**src/rtl/fpe_pkg.sv**
```systemverilog
package fpe_pkg;

  localparam int DATA_W = 8;
  localparam int OFF_W  = 11;
  localparam int SEQ_LEN = 7;
  localparam int STEP_W = $clog2(SEQ_LEN);

  localparam logic [DATA_W-1:0] CMD_RESET   = 8'hF0;
  localparam logic [DATA_W-1:0] CMD_UNLOCK1 = 8'hAA;
  localparam logic [DATA_W-1:0] CMD_UNLOCK2 = 8'h55;
  localparam logic [DATA_W-1:0] CMD_IDENT   = 8'h90;
  localparam logic [OFF_W-1:0]  OFF_CMD_A   = 11'h555;
  localparam logic [OFF_W-1:0]  OFF_CMD_B   = 11'h2AA;

  // step positions the sequencer decodes
  localparam logic [STEP_W-1:0] STEP_VENDOR = STEP_W'(4);
  localparam logic [STEP_W-1:0] STEP_DEVICE = STEP_W'(5);
  localparam logic [STEP_W-1:0] STEP_LAST   = STEP_W'(SEQ_LEN - 1);

  typedef enum logic [2:0] {
    PH_IDLE,
    PH_SETTLE_FIRST,
    PH_SETTLE_CMP,
    PH_SEQ
  } phase_e;

  typedef enum logic {
    OP_RD = 1'b0,
    OP_WR = 1'b1
  } op_kind_e;

  typedef struct packed {
    op_kind_e          kind;
    logic [OFF_W-1:0]  off;
    logic [DATA_W-1:0] data;
  } bus_op_t;

  localparam bus_op_t OP_BASE_READ = '{kind: OP_RD, off: '0, data: '0};

  // identification sequence: order is behaviour
  function automatic bus_op_t seq_op(input logic [STEP_W-1:0] idx);
    bus_op_t o;
    case (idx)
      3'd0:    o = '{kind: OP_WR, off: OFF_CMD_A, data: CMD_RESET};
      3'd1:    o = '{kind: OP_WR, off: OFF_CMD_A, data: CMD_UNLOCK1};
      3'd2:    o = '{kind: OP_WR, off: OFF_CMD_B, data: CMD_UNLOCK2};
      3'd3:    o = '{kind: OP_WR, off: OFF_CMD_A, data: CMD_IDENT};
      3'd4:    o = '{kind: OP_RD, off: 11'h000,   data: '0};
      3'd5:    o = '{kind: OP_RD, off: 11'h001,   data: '0};
      default: o = '{kind: OP_WR, off: OFF_CMD_A, data: CMD_RESET};
    endcase
    return o;
  endfunction

endpackage

```
**src/rtl/fpe_bus_port.sv**
```systemverilog
module fpe_bus_port
  import fpe_pkg::*;
#(
  parameter int          ADDR_W    = 20,
  parameter int unsigned BASE_ADDR = 0
) (
  input  logic              clk,
  input  logic              rst_n,
  input  logic              go,
  input  bus_op_t           op,
  output logic              op_done,
  output logic [DATA_W-1:0] op_rdata,
  output logic [ADDR_W-1:0] fl_addr,
  output logic [DATA_W-1:0] fl_wdata,
  output logic              fl_we,
  output logic              fl_re,
  input  logic [DATA_W-1:0] fl_rdata,
  input  logic              fl_ack
);

  localparam logic [ADDR_W-1:0] BASE = ADDR_W'(BASE_ADDR);

  logic req;
  assign req = fl_we | fl_re;

  always_ff @(posedge clk) begin
    if (!rst_n) begin
      fl_addr  <= '0;
      fl_wdata <= '0;
      fl_we    <= 1'b0;
      fl_re    <= 1'b0;
      op_done  <= 1'b0;
      op_rdata <= '0;
    end else begin
      op_done <= 1'b0;
      if (req && fl_ack) begin
        fl_we    <= 1'b0;
        fl_re    <= 1'b0;
        op_done  <= 1'b1;
        op_rdata <= fl_rdata;
      end else if (go && !req) begin
        fl_addr  <= BASE + ADDR_W'(op.off);
        fl_wdata <= op.data;
        fl_we    <= (op.kind == OP_WR);
        fl_re    <= (op.kind == OP_RD);
      end
    end
  end

endmodule

```
**src/rtl/fpe_settle.sv**
```systemverilog
module fpe_settle
  import fpe_pkg::*;
#(
  parameter int SETTLE_MAX = 10000
) (
  input  logic              clk,
  input  logic              rst_n,
  input  logic              clear,
  input  logic              sample_vld,
  input  logic              first,
  input  logic [DATA_W-1:0] sample,
  output logic              finish
);

  localparam int CNT_W = $clog2(SETTLE_MAX + 1);
  localparam logic [CNT_W-1:0] CNT_LAST = CNT_W'(SETTLE_MAX - 1);

  logic [DATA_W-1:0] prev_q;
  logic [CNT_W-1:0]  miss_q;
  logic              match;

  assign match  = (sample == prev_q);
  assign finish = sample_vld && !first && (match || (miss_q == CNT_LAST));

  always_ff @(posedge clk) begin
    if (!rst_n) begin
      prev_q <= '0;
      miss_q <= '0;
    end else if (clear) begin
      miss_q <= '0;
    end else if (sample_vld) begin
      prev_q <= sample;
      if (!first && !match) miss_q <= miss_q + 1'b1;
    end
  end

endmodule

```
**src/rtl/fpe_parity.sv**
```systemverilog
module fpe_parity #(
  parameter int W = 8
) (
  input  logic [W-1:0] value,
  output logic         odd
);
  assign odd = ^value;
endmodule

```
**src/rtl/flash_id_probe.sv**
```systemverilog
module flash_id_probe
  import fpe_pkg::*;
#(
  parameter int          ADDR_W     = 20,
  parameter int unsigned BASE_ADDR  = 0,
  parameter int          SETTLE_MAX = 10000
) (
  input  logic                clk,
  input  logic                rst_n,
  input  logic                start,
  output logic                done,
  output logic                ok,
  output logic [2*DATA_W-1:0] id,
  output logic [ADDR_W-1:0]   fl_addr,
  output logic [DATA_W-1:0]   fl_wdata,
  output logic                fl_we,
  output logic                fl_re,
  input  logic [DATA_W-1:0]   fl_rdata,
  input  logic                fl_ack
);

  localparam int NBYTES = 2;

  phase_e            phase_q;
  logic [STEP_W-1:0] step_q;
  logic [DATA_W-1:0] vendor_q, device_q;

  logic              go;
  bus_op_t           op;
  logic              op_done;
  logic [DATA_W-1:0] op_rdata;
  logic              settle_vld, settle_first, settle_finish;
  logic [NBYTES-1:0] odd_vec;
  logic [DATA_W-1:0] id_bytes [NBYTES];

  assign settle_first = (phase_q == PH_SETTLE_FIRST);
  assign settle_vld   = op_done && (settle_first || phase_q == PH_SETTLE_CMP);

  always_comb begin
    go = 1'b0;
    op = OP_BASE_READ;
    unique case (phase_q)
      PH_IDLE: go = start;
      PH_SETTLE_FIRST: go = op_done;
      PH_SETTLE_CMP: begin
        go = op_done;
        if (settle_finish) op = seq_op('0);
      end
      PH_SEQ: begin
        go = op_done && (step_q != STEP_LAST);
        op = seq_op(step_q + 1'b1);
      end
      default: go = 1'b0;
    endcase
  end

  fpe_bus_port #(.ADDR_W(ADDR_W), .BASE_ADDR(BASE_ADDR)) u_port (
    .clk      (clk),
    .rst_n    (rst_n),
    .go       (go),
    .op       (op),
    .op_done  (op_done),
    .op_rdata (op_rdata),
    .fl_addr  (fl_addr),
    .fl_wdata (fl_wdata),
    .fl_we    (fl_we),
    .fl_re    (fl_re),
    .fl_rdata (fl_rdata),
    .fl_ack   (fl_ack)
  );

  fpe_settle #(.SETTLE_MAX(SETTLE_MAX)) u_settle (
    .clk        (clk),
    .rst_n      (rst_n),
    .clear      (phase_q == PH_IDLE),
    .sample_vld (settle_vld),
    .first      (settle_first),
    .sample     (op_rdata),
    .finish     (settle_finish)
  );

  assign id_bytes[0] = device_q;
  assign id_bytes[1] = vendor_q;

  for (genvar g = 0; g < NBYTES; g++) begin : g_par
    fpe_parity #(.W(DATA_W)) u_par (
      .value (id_bytes[g]),
      .odd   (odd_vec[g])
    );
  end

  always_ff @(posedge clk) begin
    if (!rst_n) begin
      phase_q  <= PH_IDLE;
      step_q   <= '0;
      vendor_q <= '0;
      device_q <= '0;
      done     <= 1'b0;
      ok       <= 1'b0;
      id       <= '0;
    end else begin
      done <= 1'b0;
      unique case (phase_q)
        PH_IDLE: if (start) phase_q <= PH_SETTLE_FIRST;
        PH_SETTLE_FIRST: if (op_done) phase_q <= PH_SETTLE_CMP;
        PH_SETTLE_CMP: if (op_done && settle_finish) begin
          phase_q <= PH_SEQ;
          step_q  <= '0;
        end
        PH_SEQ: if (op_done) begin
          if (step_q == STEP_VENDOR) vendor_q <= op_rdata;
          if (step_q == STEP_DEVICE) device_q <= op_rdata;
          if (step_q == STEP_LAST) begin
            phase_q <= PH_IDLE;
            done    <= 1'b1;
            ok      <= &odd_vec;
            id      <= {vendor_q, device_q};
          end else begin
            step_q <= step_q + 1'b1;
          end
        end
        default: phase_q <= PH_IDLE;
      endcase
    end
  end

endmodule

```
**config.mk**
```make
export PLATFORM = sky130hd
export DESIGN_NAME = flash_id_probe
export DESIGN_NICKNAME = d
export VERILOG_FILES = /design/src/rtl/fpe_pkg.sv /design/src/rtl/fpe_bus_port.sv /design/src/rtl/fpe_settle.sv /design/src/rtl/fpe_parity.sv /design/src/rtl/flash_id_probe.sv
export SDC_FILE = /design/constraint.sdc
export NUM_CORES = 1
export LEC_CHECK = 0
export BUFFER_PORTS_ARGS = -buffer_cell sky130_fd_sc_hd__buf_2
export CAP_MARGIN = 20
export CORE_MARGIN = 5
export CORE_UTILIZATION = 50
export DETAILED_ROUTE_END_ITERATION = 12
export PLACE_DENSITY_LB_ADDON = 0.08
export SETUP_SLACK_MARGIN = 0.4
export SYNTH_ARGS = -nofsm -noshare
export SYNTH_HDL_FRONTEND = slang
export SYNTH_HIERARCHICAL = 1
export SYNTH_SLANG_ARGS = --single-unit
```
**constraint.sdc**
```tcl
create_clock -name clk -period 2.4 [get_ports clk]
set_input_delay 0.12 -clock clk [delete_from_list [all_inputs] [get_ports clk]]
set_output_delay 0.12 -clock clk [all_outputs]
set_load 0.01 [all_outputs]
```
## Yosys cells after proc, flatten, opt, wreduce, memory -nomap -nowiden

Index checks and enable logic that the tools add are counted.

- Add/sub/neg operators: 2
- Equal/unequal tests: 20
- Mux-type cells: 16
- Bitwise operators: 5
- Reduce and logical (&&, ||, !) cells: 30

Operators with widths:

| kind | number |
|---|---|
| $pmux W20 S5 | 1 |
| $pmux W20 S2 | 1 |
| $mux W3 | 8 |
| $mux W20 | 1 |
| $reduce_xor A8 Y1 | 2 |
| $eq A3 B3 Y1 const B | 5 |
| $add A14 B1 Y14 const B | 1 |
| $eq A14 B14 Y1 const B | 1 |
| $eq A3 B2 Y1 const B | 4 |
| $pmux W3 S4 | 1 |
| $reduce_and A3 Y1 | 4 |
| $eq A8 B8 Y1 | 1 |
| $logic_and A1 B1 Y1 | 8 |
| $reduce_and A2 Y1 | 4 |
| $eq A3 B1 Y1 const B | 2 |
| $ne A2 B1 Y1 const B | 3 |
| $ne A2 B2 Y1 const B | 3 |
| $pmux W3 S2 | 1 |
| $reduce_or A2 Y1 | 3 |
| $reduce_and A5 Y1 | 1 |
| $not A1 Y1 | 4 |
| $reduce_and A4 Y1 | 1 |
| $add A3 B1 Y3 const B | 1 |
| $logic_not A1 Y1 | 3 |
| 7 further kinds | 9 |

- Register bits: 92
- Input port bits: 12
- Output and inout port bits: 48
- Word-level logic and storage cells: 88

## Logic depth before layout (Yosys ltp)

Gate-level depths: netlist (run 1).

- Depth in word-level cells: 8
- Depth in mapped cells: 10
- Mapped depth without buffers: 9

## By module

The synthesis (run 1) kept the hierarchy.

By module, submodules not included:

| module | instances | cells each | area each (um2) | seq. area each (um2) |
|---|---|---|---|---|
| flash_id_probe | 1 | 231 | 1864.3 | 780.7 |
| fpe_bus_port | 1 | 140 | 1276.2 | 600.6 |
| fpe_settle | 1 | 123 | 1131.1 | 440.4 |
| fpe_parity | 2 | 7 | 61.3 | 0.0 |

## Least setup slack after synthesis (run 1)

OpenSTA, ideal clock, no wires.

- Kind: register to register
- From: register u_port.op_rdata[1]
- To: register step_q[1]
- Setup time: 0.123 ns
- Data arrival time: 1.845 ns
- Required time: 2.277 ns
- Slack: 0.432 ns
- Stages on the path, launching flop included: 9
- Path buffers: 0
- Period minus slack after synthesis: 1.968 ns
- Cell sequence: dfxtp_1 xor2_1 nor4_4 nand2_1 a21oi_1 nand2_1 a21oi_1 and2_1 o32ai_1

- Word-level cells in the longest chain between the ends: 6

RTL lines:

| item | line | source |
|---|---|---|
| from (decl) | fpe_bus_port.sv:12 | `output logic [DATA_W-1:0] op_rdata,` |
| from (signal assigned) | fpe_bus_port.sv:40 | `op_rdata <= fl_rdata;` |
| $eq A8 B8 Y1 | fpe_settle.sv:22 | `assign match = (sample == prev_q);` |
| $logic_or A1 B1 Y1 | fpe_settle.sv:23 | `assign finish = sample_vld && !first && (match \|\| (miss_q == CNT_LAST));` |
| $logic_and A1 B1 Y1 | fpe_settle.sv:23 |  |
| via settle_finish | flash_id_probe.sv:32 | `logic settle_vld, settle_first, settle_finish;` |
| $logic_and A1 B1 Y1 | flash_id_probe.sv:106 | `PH_SETTLE_CMP: if (op_done && settle_finish) begin` |
| $ne A2 B1 Y1 (no line) | n/a |  |
| $reduce_and A4 Y1 (no line) | n/a |  |
| to (signal assigned) | flash_id_probe.sv:119 | `step_q <= step_q + 1'b1;` |
| to (decl) | flash_id_probe.sv:25 | `logic [STEP_W-1:0] step_q;` |

The timed path passes the listed nets, and every way through them passes these cells.
A chain may end at the register's enable or synchronous reset.

## Worst setup path after layout (run 1)

- From: register phase_q[1]
- To: register u_settle.miss_q[10]

- Word-level cells in the longest chain between the ends: 4

RTL lines:

| item | line | source |
|---|---|---|
| from (decl) | flash_id_probe.sv:24 | `phase_e phase_q;` |
| from (signal assigned) | flash_id_probe.sv:94 | `phase_q <= PH_IDLE;` |
| from (signal assigned) | flash_id_probe.sv:104 | `PH_IDLE: if (start) phase_q <= PH_SETTLE_FIRST;` |
| from (signal assigned) | flash_id_probe.sv:105 | `PH_SETTLE_FIRST: if (op_done) phase_q <= PH_SETTLE_CMP;` |
| $eq A3 B1 Y1 / $eq A3 B2 Y1 (equally long branches) | flash_id_probe.sv:36, flash_id_probe.sv:37 |  |
| $logic_or A1 B1 Y1 (*) | flash_id_probe.sv:37 | `assign settle_vld = op_done && (settle_first \|\| phase_q == PH_SETTLE_CMP);` |
| $logic_and A1 B1 Y1 (*) | flash_id_probe.sv:37 |  |
| via settle_vld | flash_id_probe.sv:32 |  |
| $reduce_and A2 Y1 (no line) (*) | n/a |  |
| to (signal assigned) | fpe_settle.sv:33 | `if (!first && !match) miss_q <= miss_q + 1'b1;` |
| to (decl) | fpe_settle.sv:19 | `logic [CNT_W-1:0] miss_q;` |

The timed path passes the listed nets; every way through them passes the cells marked *.

==> flow_metrics.tcl, run 1 <==
set metrics [dict create \
    drc 0 \
    place_area_um2 4650 \
    globalplace.congestion 0.827 \
    synthTopCellsByArea "dfxtp_1, nand2_1, mux2i_1" \
    wl_um 9030 \
    nets 590 \
    syn_area_per_cell_um2 8.65 \
    yosysTopAreaCellShare_pct 41.5 \
    period_minus_slack_ns 1.90 \
    drtIter0Drc 102 \
    firstDrtPassIters 4 \
    synth_flop_cell "dfxtp_1" \
    async_reset_ff_share_pct 0 \
    drive_above_1_share_pct 24.0 \
    synth_seq_area_share_pct 41.5 \
    multi_input_area_um2 2410 \
    arrival_ns 2.12 \
    ys_seq_elements 91 \
    setup_violations 0 \
    dp_hpwl_um 6160 \
    met3_usage_pct 3.67 \
    synth_commonest_cells "nand2_1, dfxtp_1, mux2i_1" \
    grt-busiest-layer "met2" \
    grt_pass1_vias 3153 \
    antennaDiodeCount 0 \
    antenna_found_initial 0 \
    fmax_mhz 527 \
    netlist_area_um2 4390 \
    cts_num_sinks 91 \
    r2r_start "phase_q[1]" \
    reg2reg_to "u_settle/miss_q[10]" \
    netSwitchingPower_w 0.00103 \
    ys_warn_count 6 \
    vdd.ir_drop.worst_mv 0.417 \
    vias 3371 \
    yosysMostFrequentCell "nand2_1" \
    grt_use_total_pct 16.4 \
    intPower_w 0.00246 \
    maxSlewViolCount 0 \
    n_fill_cell 802 \
    dp_cells 651 \
    die_h_um 104 \
    die_w_um 104 \
    fin_tns_setup_ns 0 \
    cp-startpoint "phase_q[1]" \
    stdcell_count 680 \
    finalInstanceArea_um2 5100 \
    cts_max_level 3 \
    hold_violations 0 \
    hold_class "in2reg" \
    cts-buffers-inserted 9 \
    met2_usage_pct 25.4 \
    initial_core_util_pct 50.9 \
    sw_frac_of_total_pct 29.5 \
    critical_path_required_ns 2.62 \
    wire_per_inst_um 13.3 \
    path_class "reg2reg" \
    p_per_area_nw_per_um2 682 \
    final-seq-area_um2 1840 \
    ios 60 \
    grt_max_degree 39 \
    synth_largest_area_cell "dfxtp_1" \
    cts_tree "built" \
    dieArea_um2 10800 \
    p_leak_nw 2.04 \
    start_kind "register" \
    timing.critical_path.to_type "register" \
    ff2ff_setup_slack_ns 0.50 \
    vias_per_cell 4.96 \
    clock_latency_ns 0.35 \
    drv_cap 0 \
    reg2regPathDepth 8 \
    rows 34 \
    met1_usage_pct 22.6 \
    synth.distinct_cells 52 \
    cts_buffer_depth 2 \
    clockPowerShare_pct 30.2 \
    synth_edf_count 0 \
    crit_fanout 4 \
    hold_ws_ns 0.0209 \
    postRouteAntennaNets 0 \
    cts_root_buf "clkbuf_8" \
    io_buffers 50 \
    p_seq_share_pct 46.4 \
    fin_crit_sh_pct 79.0 \
    status "finished clean" \
    synthCells 508 \
    syn2layout_area_growth_pct 16.1 \
    p_comb_share_pct 23.3 \
    skew_ns 0.0129 \
    grt_pass1_wl_um 15100 \
    path_clk_slew_ns 0.09 \
    rsz0062_at_grt "yes" \
    fp.coreArea_um2 8640 \
    gr-total-overflow 0 \
    crit_end "u_settle/miss_q[10]" \
]
[power by group through the flow]
| stage | clock network, W | registers (W) | logic [W] |
|---|---|---|---|
| 4_1_cts | 0.00108 | 0.00161 | 0.000646 |
| 3_5_place_dp | 0 | 0.00164 | 0.000624 |
| 5_1_grt | 0.00115 | 0.00163 | 0.000895 |
| 6_report | 0.00105 | 0.00162 | 0.000813 |
| 3_3_place_gp | 0 | 0.00164 | 0.000617 |
| 2_1_floorplan | 0 | 0.00163 | 0.000490 |
[metrics by stage]
stage	setup WS, ns	total power, W	util [%]
floorplan	0.432	0.00212	-
global placement	0.331	0.00225	53.9
detailed placement	0.258	0.00227	53.9
CTS	0.415	0.00334	57.3
global route	0.365	0.00367	59.1
finish	0.503	0.00348	59.1
[how the worst min path moves through the flow]
stage	startpoint	to	slack [ns]	depth (start not counted)
finish	fl_rdata[6]	u_port/op_rdata[6]	0.02	3
global route	fl_rdata[6]	u_port/op_rdata[6]	0.01	3
floorplan	rst_n	u_settle/prev_q[0]	0.25	1
detailed placement	fl_rdata[2]	u_port/op_rdata[2]	0.38	3
global placement	fl_rdata[2]	u_port/op_rdata[2]	0.37	3
CTS	fl_rdata[6]	u_port/op_rdata[6]	0.009	3
[cell families after synthesis]
kind of cell | share of synthesized area, %
AOI/OAI and AO/OA | 10.4
DFF | 41.5
xor gates and xnor gates | 6.35
buffers and inverters | 6.83
and+or+nand+nor | 22.6
adders and majority gates | 3.13
other | 0.0853
muxes | 9.11
[what timing repair did]
action                     4_1_cts  5_1_grt
setup endpoints to repair       32       36
hold endpoints to repair         5        0
pin swaps                        2        3
hold buffers                     5        0
gates resized for setup         11       25
buffers inserted                 2        4
cloned                           0        2
[per-layer routing]
layer / vias up / part of all wire, %
li1: 1780 / -
met1: 1518 / 49
met2: 63 / 45
met3: 10 / 4.4
met4: 0 / 1.2
met5: - / 0
[worst max-delay path, stage by stage (launching register included)]
cell and delay, ns:
dfxtp_4 0.37, inv_1 0.09, ha_4 0.28, and2_4 0.13, nor2b_4 0.15, nand3_1 0.18
a2111oi_2 0.36, xnor2_1 0.16, nor2_1 0.05
[flip-flops by register name, summed over array words and instances, names as in the netlist, 2 cells and up]
| signal | flops |
|---|---|
| device_q | 8 |
| id | 16 |
| phase_q | 2 |
| step_q | 3 |
| u_port/fl_addr | 11 |
| u_port/fl_wdata | 8 |
| u_port/op_rdata | 8 |
| u_settle/miss_q | 14 |
| u_settle/prev_q | 8 |
| vendor_q | 8 |
[cells in the final DEF (no fill, tap or decap), types with 7 or more instances in the layout]
cell type	n
a21oi_1	32
nor2_1	16
nand2_1	142
ha_1	7
o21ai_0	9
conb_1	9
xnor2_1	20
xor2_1	10
dfxtp_1	80
a21oi_2	14
nor2b_1	11
buf_2	50
nand2b_1	7
mux2i_1	40
dfxtp_2	9
buf_4	16
inv_1	9
clkbuf_8	9
nand3_1	9
[area by class of cell]
cell class / instances / share of cell area (%)
clock buffers: 10 / 2.50
clock inverters: 6 / 1.42
inverters: 11 / 0.809
multi-input cells: 380 / 47.2
flip-flops and latches: 91 / 36.1
well taps: 108 / 2.65
repair buffers: 74 / 9.34
(Power assumes the default switching activity.)
==> run 2, diff against run 1 <==
- clock period: 2.4 -> 1.9 ns (I/O delays scaled with it)
==> flow_metrics.tcl, run 2 (synthesis gave the netlist of run 1 again) <==
set metrics [dict create \
    status "complete, but fails checks" \
    violations "setup timing" \
    drive_above_1_share_pct 39.6 \
    wl_um 10300 \
    antennaDiodeCount 0 \
    dp_cells 670 \
    p_leak_nw 2.32 \
    fmax_mhz 497 \
    grt_use_total_pct 19.2 \
    vdd.ir_drop.worst_mv 0.534 \
    top_regs "id (16), u_settle/miss_q (14), u_port/fl_addr (11)" \
    wire_per_inst_um 14.3 \
    finalPower_w 0.00480 \
    clockPowerShare_pct 27.4 \
    setup_violations 2 \
    hold_class "in2reg" \
    timing.critical_path.to_type "register" \
    drv_cap 0 \
    start_kind "register" \
    ios 60 \
    critical_path_required_ns 2.14 \
    path_clk_slew_ns 0.10 \
    drc 0 \
    grt_pass1_wl_um 17400 \
    globalplace.congestion 0.760 \
    fin_crit_sh_pct 106 \
    grt_max_degree 70 \
    crit_fanout 2 \
    fin_ws_ns -0.113 \
    intPower_w 0.00328 \
    maxSlewViolCount 0 \
    final_common_cell "nand2_1" \
    nets 631 \
    dp_hpwl_um 6450 \
    largest_register_ff_count 16 \
    arrival_ns 2.26 \
    skew_ns 0.0101 \
    path_class "reg2reg" \
    gr-total-overflow 0 \
    worst-path-buf-inv 0 \
    p_per_area_nw_per_um2 821 \
    io_buffers 50 \
    die_h_um 104 \
    initial_core_util_pct 50.9 \
    clock_latency_ns 0.37 \
    cts_buffer_depth 2 \
    drtIter0Drc 75 \
    sw_frac_of_total_pct 31.7 \
    syn2layout_area_growth_pct 32.9 \
    cts_max_level 3 \
    worstPathCellList "nand3_1 > nor4_2 > nand4_1 > a21oi_2 > nand2_1 > a222oi_1 > o21ai_1 > mux2i_1" \
    cpMaxStageDelayCell "dfxtp_1" \
    tightest_slew_ns 0.638 \
    rows 34 \
    max_slew_margin_pct 57.5 \
    rsz0062_at_grt "yes" \
    grt_pass1_vias 3681 \
    netSwitchingPower_w 0.00152 \
    vias_per_cell 5.11 \
    p_comb_share_pct 30.6 \
    dieArea_um2 10800 \
    n_fill_cell 716 \
    hold_violations 0 \
    layout_common_cells "nand2_1, dfxtp_1, buf_2" \
    firstDrtPassIters 4 \
    hold_ws_ns 0.181 \
    cts_root_buf "clkbuf_8" \
    vias 3683 \
    top_register "id" \
    antenna_found_initial 0 \
    cts-buffers-inserted 9 \
    period_minus_slack_ns 2.01 \
    die_w_um 104 \
    slowest_delay_ns 0.36 \
    p_seq_share_pct 41.9 \
    postRouteAntennaNets 0 \
    cts_num_sinks 91 \
    dp_slack_ns -0.0471 \
    cts_tree "built" \
    fp.coreArea_um2 8640 \
    stdcell_count 721 \
    path_delay_family "simple AND/OR/NAND/NOR gates" \
]
-- run 2: cell types whose count changed in the layout (fill, tap and decap cells not counted), moves of 4 or more --
cell and delta:
xor2_2 +4, nand2_1 -31, buf_4 +19, a21oi_1 -18, a21oi_2 +15, xor2_1 -4, nand2_2 +28, and2_4 +5
a211oi_1 -4, dlygate4sd3_1 +4, buf_6 +13
-- run 2: repair_timing --
item	4_1_cts	5_1_grt
gates cloned	5	0
setup endpoints to repair	81	81
pin swaps	30	27
hold buffers	9	0
setup buffers	16	5
hold endpoints to repair	9	0
gates resized for setup	85	37
-- run 2: metrics by stage --
step | area [um^2] | util, % | TNS (ns)
global route | 5840 | 67.6 | -1.48
finish | 5840 | 67.6 | -0.215
global placement | 4840 | 56.1 | 0
CTS | 5670 | 65.6 | 0
floorplan | 4490 | - | 0
detailed placement | 4840 | 56.1 | -0.0950
-- run 2: power by group through the flow --
stage | registers, W | logic, W | clock network, W
3_3_place_gp | 0.00204 | 0.000902 | 0
3_5_place_dp | 0.00205 | 0.000907 | 0
4_1_cts | 0.00201 | 0.00138 | 0.00134
5_1_grt | 0.00202 | 0.00156 | 0.00144
2_1_floorplan | 0.00206 | 0.000637 | 0
6_report | 0.00201 | 0.00147 | 0.00132
-- run 2: worst register-to-register path: cells and delay by family (launching register included) --
family          cells  cell delay (ns)
simple gates        4             0.70
mux                 1             0.16
flops               1             0.36
compound gates      3             0.69
-- run 2: worst paths after layout --
check | start | end | slack (ns) | depth (start not counted)
min reg2reg | u_port/fl_wdata[4] | u_port/fl_wdata[4] | 0.46 | 2
min | rst_n | u_settle/miss_q[12] | 0.18 | 3
max reg2reg | u_settle/miss_q[10] | phase_q[1] | -0.11 | 8
max | u_settle/miss_q[10] | phase_q[1] | -0.11 | 8
-- run 2: layout make-up --
class,instances,area [um^2],area share [%]
Clock buffer,10,138,2.36
Sequential cell,91,1840,31.4
Multi-Input combinational cell,382,2760,47.2
Inverter,11,41.3,0.707
Clock inverter,6,56.3,0.964
Timing Repair Buffer,113,878,15.0
Tap cell,108,135,2.31
-- run 2: layer usage --
layer,up-vias,routed length (um),track usage (%)
met5,-,0,0
met4,0,134,5.55
met3,13,390,4.04
met2,72,5020,32.4
met1,1739,4750,24.7
li1,1859,-,-
